### src/rtl/dmahs_pkg.sv
package dmahs_pkg;
  typedef enum logic [1:0] {
    MODE_INTERNAL = 2'b00,
    MODE_BURST    = 2'b01,
    MODE_STEAL    = 2'b10,
    MODE_RSVD     = 2'b11
  } req_mode_t;

  typedef enum logic [1:0] {
    CYC_IDLE  = 2'b00,
    CYC_ADDR  = 2'b01,
    CYC_DATA  = 2'b10
  } cyc_state_t;

  function automatic logic is_ext_mode(input logic [1:0] m);
    return (m == MODE_BURST) || (m == MODE_STEAL);
  endfunction
endpackage

### src/rtl/dmahs_req_sense.sv
module dmahs_req_sense
  import dmahs_pkg::*;
#(
  parameter int SYNC_STAGES = 2
) (
  input  logic       clk,
  input  logic       rst,
  input  logic [1:0] mode,
  input  logic       req_n_i,
  input  logic       accept,
  output logic       xfer_req
);
  logic [SYNC_STAGES-1:0] sync_q;
  logic                   prev_q;
  logic                   pend_q;
  logic                   req_n_s;
  logic                   fall;

  genvar g;
  generate
    for (g = 0; g < SYNC_STAGES; g++) begin : g_sync
      if (g == 0) begin : g_first
        always_ff @(posedge clk) begin
          if (rst) sync_q[0] <= 1'b1;
          else     sync_q[0] <= req_n_i;
        end
      end else begin : g_next
        always_ff @(posedge clk) begin
          if (rst) sync_q[g] <= 1'b1;
          else     sync_q[g] <= sync_q[g-1];
        end
      end
    end
  endgenerate

  assign req_n_s = sync_q[SYNC_STAGES-1];
  assign fall    = prev_q & ~req_n_s;

  always_ff @(posedge clk) begin
    if (rst) prev_q <= 1'b1;
    else     prev_q <= req_n_s;
  end

  always_ff @(posedge clk) begin
    if (rst || mode != MODE_STEAL) pend_q <= 1'b0;
    else if (fall)                 pend_q <= 1'b1;
    else if (accept)               pend_q <= 1'b0;
  end

  always_comb begin
    case (mode)
      MODE_BURST: xfer_req = ~req_n_s;
      MODE_STEAL: xfer_req = pend_q;
      default:    xfer_req = 1'b0;
    endcase
  end

  // a pending request survives until accepted
  p_pend_hold_r2: assert property (@(posedge clk) disable iff (rst)
    (pend_q && !accept && mode == MODE_STEAL) |=> pend_q)
    else $error("pending request lost");

  // a detected falling edge always produces a pending request
  p_fall_sets_r2: assert property (@(posedge clk) disable iff (rst)
    (fall && mode == MODE_STEAL && $stable(mode)) |=> pend_q)
    else $error("falling edge not latched");
endmodule

### src/rtl/dmahs_cycle_fsm.sv
module dmahs_cycle_fsm
  import dmahs_pkg::*;
(
  input  logic clk,
  input  logic rst,
  input  logic cfg_ack_delay,
  input  logic cfg_single,
  input  logic eng_start,
  input  logic rdy_n_i,
  output logic start,
  output logic active_nxt,
  output logic complete,
  output logic cyc_active,
  output logic cyc_done,
  output logic ack_n
);
  cyc_state_t state_q, state_d;
  logic       ack_q;
  logic       done_q;

  assign start    = (state_q == CYC_IDLE) && eng_start;
  assign complete = (state_q == CYC_DATA) && (!cfg_single || !rdy_n_i);

  always_comb begin
    state_d = state_q;
    case (state_q)
      CYC_IDLE: if (eng_start) state_d = CYC_ADDR;
      CYC_ADDR: state_d = CYC_DATA;
      CYC_DATA: if (complete) state_d = CYC_IDLE;
      default:  state_d = CYC_IDLE;
    endcase
  end

  assign active_nxt = (state_d != CYC_IDLE);

  always_ff @(posedge clk) begin
    if (rst) begin
      state_q <= CYC_IDLE;
      ack_q   <= 1'b0;
      done_q  <= 1'b0;
    end else begin
      state_q <= state_d;
      ack_q   <= cfg_ack_delay ? (state_d == CYC_DATA) : active_nxt;
      done_q  <= complete;
    end
  end

  assign cyc_active = (state_q != CYC_IDLE);
  assign cyc_done   = done_q;
  assign ack_n      = ~ack_q;

  // the delayed strobe only shows in the second phase
  p_dly_phase_r5: assert property (@(posedge clk) disable iff (rst)
    (cfg_ack_delay && ack_q) |-> (state_q == CYC_DATA))
    else $error("delayed acknowledge outside second phase");

  // ready high holds the cycle in its wait phase
  p_rdy_wait_r6: assert property (@(posedge clk) disable iff (rst)
    (state_q == CYC_DATA && cfg_single && rdy_n_i) |=> (state_q == CYC_DATA))
    else $error("cycle left wait state without ready");

  // completion pulse only when back in idle
  p_done_idle_r4: assert property (@(posedge clk) disable iff (rst)
    done_q |-> (state_q == CYC_IDLE && ack_n))
    else $error("completion pulse during active cycle");
endmodule

### src/rtl/dmahs_done_ctl.sv
module dmahs_done_ctl
  import dmahs_pkg::*;
(
  input  logic       clk,
  input  logic       rst,
  input  logic [1:0] mode,
  input  logic       start,
  input  logic       eng_last,
  input  logic       active_nxt,
  input  logic       cyc_active,
  input  logic       complete,
  input  logic       done_n_i,
  output logic       seq_end,
  output logic       done_n_o,
  output logic       done_oe
);
  logic last_q;
  logic seen_q;
  logic oe_q;
  logic out_n_q;
  logic seq_q;
  logic last_now;
  logic drive;

  assign last_now = start ? eng_last : last_q;
  assign drive    = is_ext_mode(mode) && last_now && active_nxt;

  always_ff @(posedge clk) begin
    if (rst) begin
      last_q  <= 1'b0;
      seen_q  <= 1'b0;
      oe_q    <= 1'b0;
      out_n_q <= 1'b1;
      seq_q   <= 1'b0;
    end else begin
      last_q  <= last_now;
      if (start)                        seen_q <= 1'b0;
      else if (cyc_active && !done_n_i) seen_q <= 1'b1;
      oe_q    <= drive;
      out_n_q <= ~drive;
      seq_q   <= complete && (last_q || seen_q || !done_n_i);
    end
  end

  assign seq_end  = seq_q;
  assign done_n_o = out_n_q;
  assign done_oe  = oe_q;

  // the pin is enabled only in external request modes
  p_oe_ext_r7: assert property (@(posedge clk) disable iff (rst)
    oe_q |-> is_ext_mode(mode))
    else $error("done driven in internal mode");

  // whenever enabled, the driven value is the asserted level
  p_oe_low_r7: assert property (@(posedge clk) disable iff (rst)
    oe_q |-> !out_n_q)
    else $error("done enabled but not asserted");
endmodule

### src/rtl/dma_req_handshake.sv
module dma_req_handshake
  import dmahs_pkg::*;
#(
  parameter int SYNC_STAGES = 2
) (
  input  logic       clk,
  input  logic       rst,
  input  logic [1:0] cfg_mode,
  input  logic       cfg_ack_delay,
  input  logic       cfg_single,
  input  logic       req_n_i,
  input  logic       rdy_n_i,
  input  logic       done_n_i,
  input  logic       eng_start,
  input  logic       eng_last,
  output logic       xfer_req_o,
  output logic       cyc_active_o,
  output logic       cyc_done_o,
  output logic       seq_end_o,
  output logic       ack_n_o,
  output logic       done_n_o,
  output logic       done_oe_o
);
  logic start;
  logic active_nxt;
  logic complete;
  logic accept;

  assign accept = eng_start && xfer_req_o;

  dmahs_req_sense #(.SYNC_STAGES(SYNC_STAGES)) u_sense (
    .clk      (clk),
    .rst      (rst),
    .mode     (cfg_mode),
    .req_n_i  (req_n_i),
    .accept   (accept),
    .xfer_req (xfer_req_o)
  );

  dmahs_cycle_fsm u_fsm (
    .clk           (clk),
    .rst           (rst),
    .cfg_ack_delay (cfg_ack_delay),
    .cfg_single    (cfg_single),
    .eng_start     (eng_start),
    .rdy_n_i       (rdy_n_i),
    .start         (start),
    .active_nxt    (active_nxt),
    .complete      (complete),
    .cyc_active    (cyc_active_o),
    .cyc_done      (cyc_done_o),
    .ack_n         (ack_n_o)
  );

  dmahs_done_ctl u_done (
    .clk        (clk),
    .rst        (rst),
    .mode       (cfg_mode),
    .start      (start),
    .eng_last   (eng_last),
    .active_nxt (active_nxt),
    .cyc_active (cyc_active_o),
    .complete   (complete),
    .done_n_i   (done_n_i),
    .seq_end    (seq_end_o),
    .done_n_o   (done_n_o),
    .done_oe    (done_oe_o)
  );

  // reset releases every strobe and request
  p_reset_clear_r9: assert property (@(posedge clk)
    rst |=> (ack_n_o && !done_oe_o && done_n_o && !xfer_req_o && !cyc_active_o))
    else $error("reset left outputs active");

  // end of sequence only accompanies a completion
  p_seq_with_done_r8: assert property (@(posedge clk) disable iff (rst)
    seq_end_o |-> cyc_done_o)
    else $error("sequence end without cycle completion");
endmodule

### config.mk
export PLATFORM = sky130hd
export DESIGN_NAME = dma_req_handshake
export DESIGN_NICKNAME = d
export VERILOG_FILES = /design/src/rtl/dmahs_pkg.sv /design/src/rtl/dmahs_req_sense.sv /design/src/rtl/dmahs_cycle_fsm.sv /design/src/rtl/dmahs_done_ctl.sv /design/src/rtl/dma_req_handshake.sv
export SDC_FILE = /design/constraint.sdc
export NUM_CORES = 1
export LEC_CHECK = 0
export CORE_AREA = 4 4 41 43
export DETAILED_ROUTE_END_ITERATION = 10
export DIE_AREA = 0 0 45 47
export PLACE_DENSITY_LB_ADDON = 0.12
export SLEW_MARGIN = 0
export SYNTH_ARGS = -nofsm -noshare
export SYNTH_HDL_FRONTEND = slang
export SYNTH_HIERARCHICAL = 1
export SYNTH_SLANG_ARGS = --single-unit
### constraint.sdc
create_clock -name clk -period 1.65 [get_ports clk]
set_clock_uncertainty 0.05 [all_clocks]
set_input_delay 0.165 -clock clk [delete_from_list [all_inputs] [get_ports clk]]
set_output_delay 0.165 -clock clk [all_outputs]
set_load 0.005 [all_outputs]
==> results.cfg <==
[run_status]
status = finished, final reports clean

[placement]
gp_congestion = 0.6986
port_buffers = 17
dp_hpwl_um = 789.3
placed_area_um2 = 774.5

[power_and_ir_drop]
p_sw_uw = 139.2
finalPower_uw = 625.0
p_sw_share_pct = 22.26
powerDensity_nw_per_um2 = 774.5
seq_power_share_pct = 53.4
power_frac_clock_pct = 30.1
leakage_uw = 0.0003518
power.internal_uw = 485.9
vdd_drop_max_mv = 0.3980
combinationalPowerShare_pct = 16.4

[clocking]
cts-root-buf = clkbuf_4
cts_max_level = 1
numCtsBuffers = 3
cts_tree = done
path_clk_slew_ns = 0.08
post_cts_buffers = 0
cts_buffer_depth = 2
clock_latency_ns = 0.27
cts.sinks = 13

[logic_synthesis]
synthAdderAreaFrac_pct = 4.695
muxShareOfSynthArea_pct = 1.878
ys_types = 23
yosysWarnings = 6
synth_cells = 56
syn-cell-area_um2 = 533.0
syn_area_per_cell_um2 = 9.518
synth_simple_gate_area_share_pct = 27.93
synth_compound_area_share_pct = 11.50
ys_seq_elements = 13
ys_seq_area_share_pct = 48.83
synthesis.nets = 69
synth_xor_xnor_area_share_pct = 1.643
synth_top_family_by_area = simple AND/OR/NAND/NOR gates

[grt]
grt_max_degree = 13
antenna_found_initial = 0
grt_pass1_wl_mm = 1.759
grt_usage_pct = 11.75
globalRouteOverflowTotal = 0
grt_pass1_vias = 432

[final_layout]
syn2layout_area_growth_pct = 51.41
drive_gt1_share_pct = 20.24
final_area_um2 = 807.0
nets = 98
antenna_cells = 0

[critical_path]
crit_slowest_cell = or4b_1
critical_path.startpoint_type = register
path_class = reg -> reg
required_ns = 1.75
crit_chain = or2_1, nor2_1, mux2i_1, or4b_1
worstPathArrival_ns = 1.62
critPathMaxFanout = 5
critPathCaptureType = register
r2r_slack_ns = 0.12
slowest_delay_ns = 0.51

[hold_path]
hold_path.class = in -> reg

[timing]
fmax_mhz = 653.9
finalCritPeriodShare_pct = 92.69
max_slew_margin_pct = 82.72
rsz0062_at_grt = false
setup_viol = 0
hold_viol = 0
slew_violations = 0
tightest_slew_ns = 0.2556
fin_setup_tns_ns = 0
period_needed_ns = 1.529

[drt]
antenna_left = 0
drtPass1Iterations = 4
detail_route.iter0.violations = 3
num_vias = 443
wl_per_cell_um = 10.38
viasPerCell = 4.475
drc_errors = 0
wl_mm = 1.028

[floorplan]
die_y_um = 47
initial_core_util_pct = 40.96
die_area_um2 = 2115
ios = 18
core.rowCount = 13
core_area_um2 = 1301
die_width_um = 45

[job]
drv_cap = 0
[power by group through the flow]
stage          clock (uW)  combinational (uW)  sequential, uW
3_5_place_dp            0                 104             341
4_1_cts               201                 105             334
5_1_grt               211                 114             336
3_3_place_gp            0                 103             340
2_1_floorplan           0                37.9             339
6_report              188                 103             334
[state kept, by name, indices dropped and copies added, names as in the netlist]
signal           count
u_done/last_q        1
u_done/seen_q        1
u_fsm/state_q        2
u_sense/prev_q       1
u_sense/sync_q       1
u_sense/pend_q       1
u_done/seq_end       1
u_fsm/cyc_done       1
u_done/done_oe       1
u_done/done_n_o      1
u_sense/req_n_s      1
u_fsm/ack_q          1
[area by class of cell]
type	instances	area, um2
Clock buffer	4	26.28
Multi-Input combinational cell	38	254.0
Fill cell	128	494.2
Tap cell	15	18.77
Sequential cell	13	262.8
Inverter	5	18.77
Timing Repair Buffer	24	226.5
[metrics by stage]
step	hold WS [ns]	setup WS [ns]	std cells	utilization, %
after floorplan	0.1841	0.1467	56	-
after detailed placement	0.3433	-0.2164	95	59.52
after global placement	0.3363	-0.2049	95	59.52
final	0.3368	0.1206	99	62.02
after global routing	0.3773	0.01664	99	62.02
after CTS	0.3614	0.001689	99	61.63
[critical path: cells and delay by family (launching register included)]
kind,cells,cell delay (ns)
AND/OR/NAND/NOR,3,0.89
multiplexers,1,0.11
flip-flops,1,0.35
[layer usage]
layer,global-route usage (%),part of all wire (%),vias to the layer above
li1,-,-,235
met1,13.82,46,190
met2,18.64,43,16
met3,2.682,9.4,2
met4,8.772,1.3,0
met5,0,0,-
[layout by cell type (no fill, tap or decap), types with 3 or more instances in the layout]
master	count
nand2b_1	4
or2_1	4
nor2_1	5
buf_4	7
dfxtp_1	11
clkdlybuf4s50_1	14
a21oi_1	3
clkbuf_4	3
inv_1	5
[path summary, 6_finish.rpt]
kind / startpoint / end / cells after the start
worst max-delay path: u_fsm/state_q[0] / u_done/done_n_o / 4
worst min-delay path: cfg_mode[0] / u_done/done_oe / 4
worst max register to register: u_fsm/state_q[0] / u_done/done_n_o / 4
worst min register to register: u_sense/sync_q[0] / u_sense/req_n_s / 1
[timing repair]
| action | 4_1_cts | 5_1_grt |
|---|---|---|
| resized for setup | 3 | 2 |
| hold buffers | 0 | 0 |
| setup endpoints to repair | 2 | 2 |
[synth_stat cells (all sizes together)]
cell | n | area, um2
and2 | 1 | 6.260
nor2b | 3 | 21.27
o21ai | 2 | 10.01
a21boi | 1 | 11.26
xnor2 | 1 | 8.760
nand3 | 1 | 5.000
nor3 | 1 | 5.000
nor2 | 5 | 18.77
nand2 | 2 | 7.510
o21a | 1 | 7.510
a21oi | 5 | 32.53
mux2i | 1 | 10.01
ha | 2 | 25.02
or2 | 4 | 25.02
dfxtp | 13 | 260.3
nor4b | 1 | 8.760
nand2b | 5 | 33.78
or4b | 1 | 10.01
inv | 5 | 18.77
and2b | 1 | 7.510
[logic make-up after synthesis]
| family | Yosys count |
|---|---|
| xor gates and xnor gates | 1 |
| AOI/OAI and AO/OA | 9 |
| and+or+nand+nor | 25 |
| DFF | 13 |
| muxes | 1 |
| adders and majority gates | 2 |
| buffers and inverters | 5 |
No activity file was read; power rests on OpenSTA's default activity.
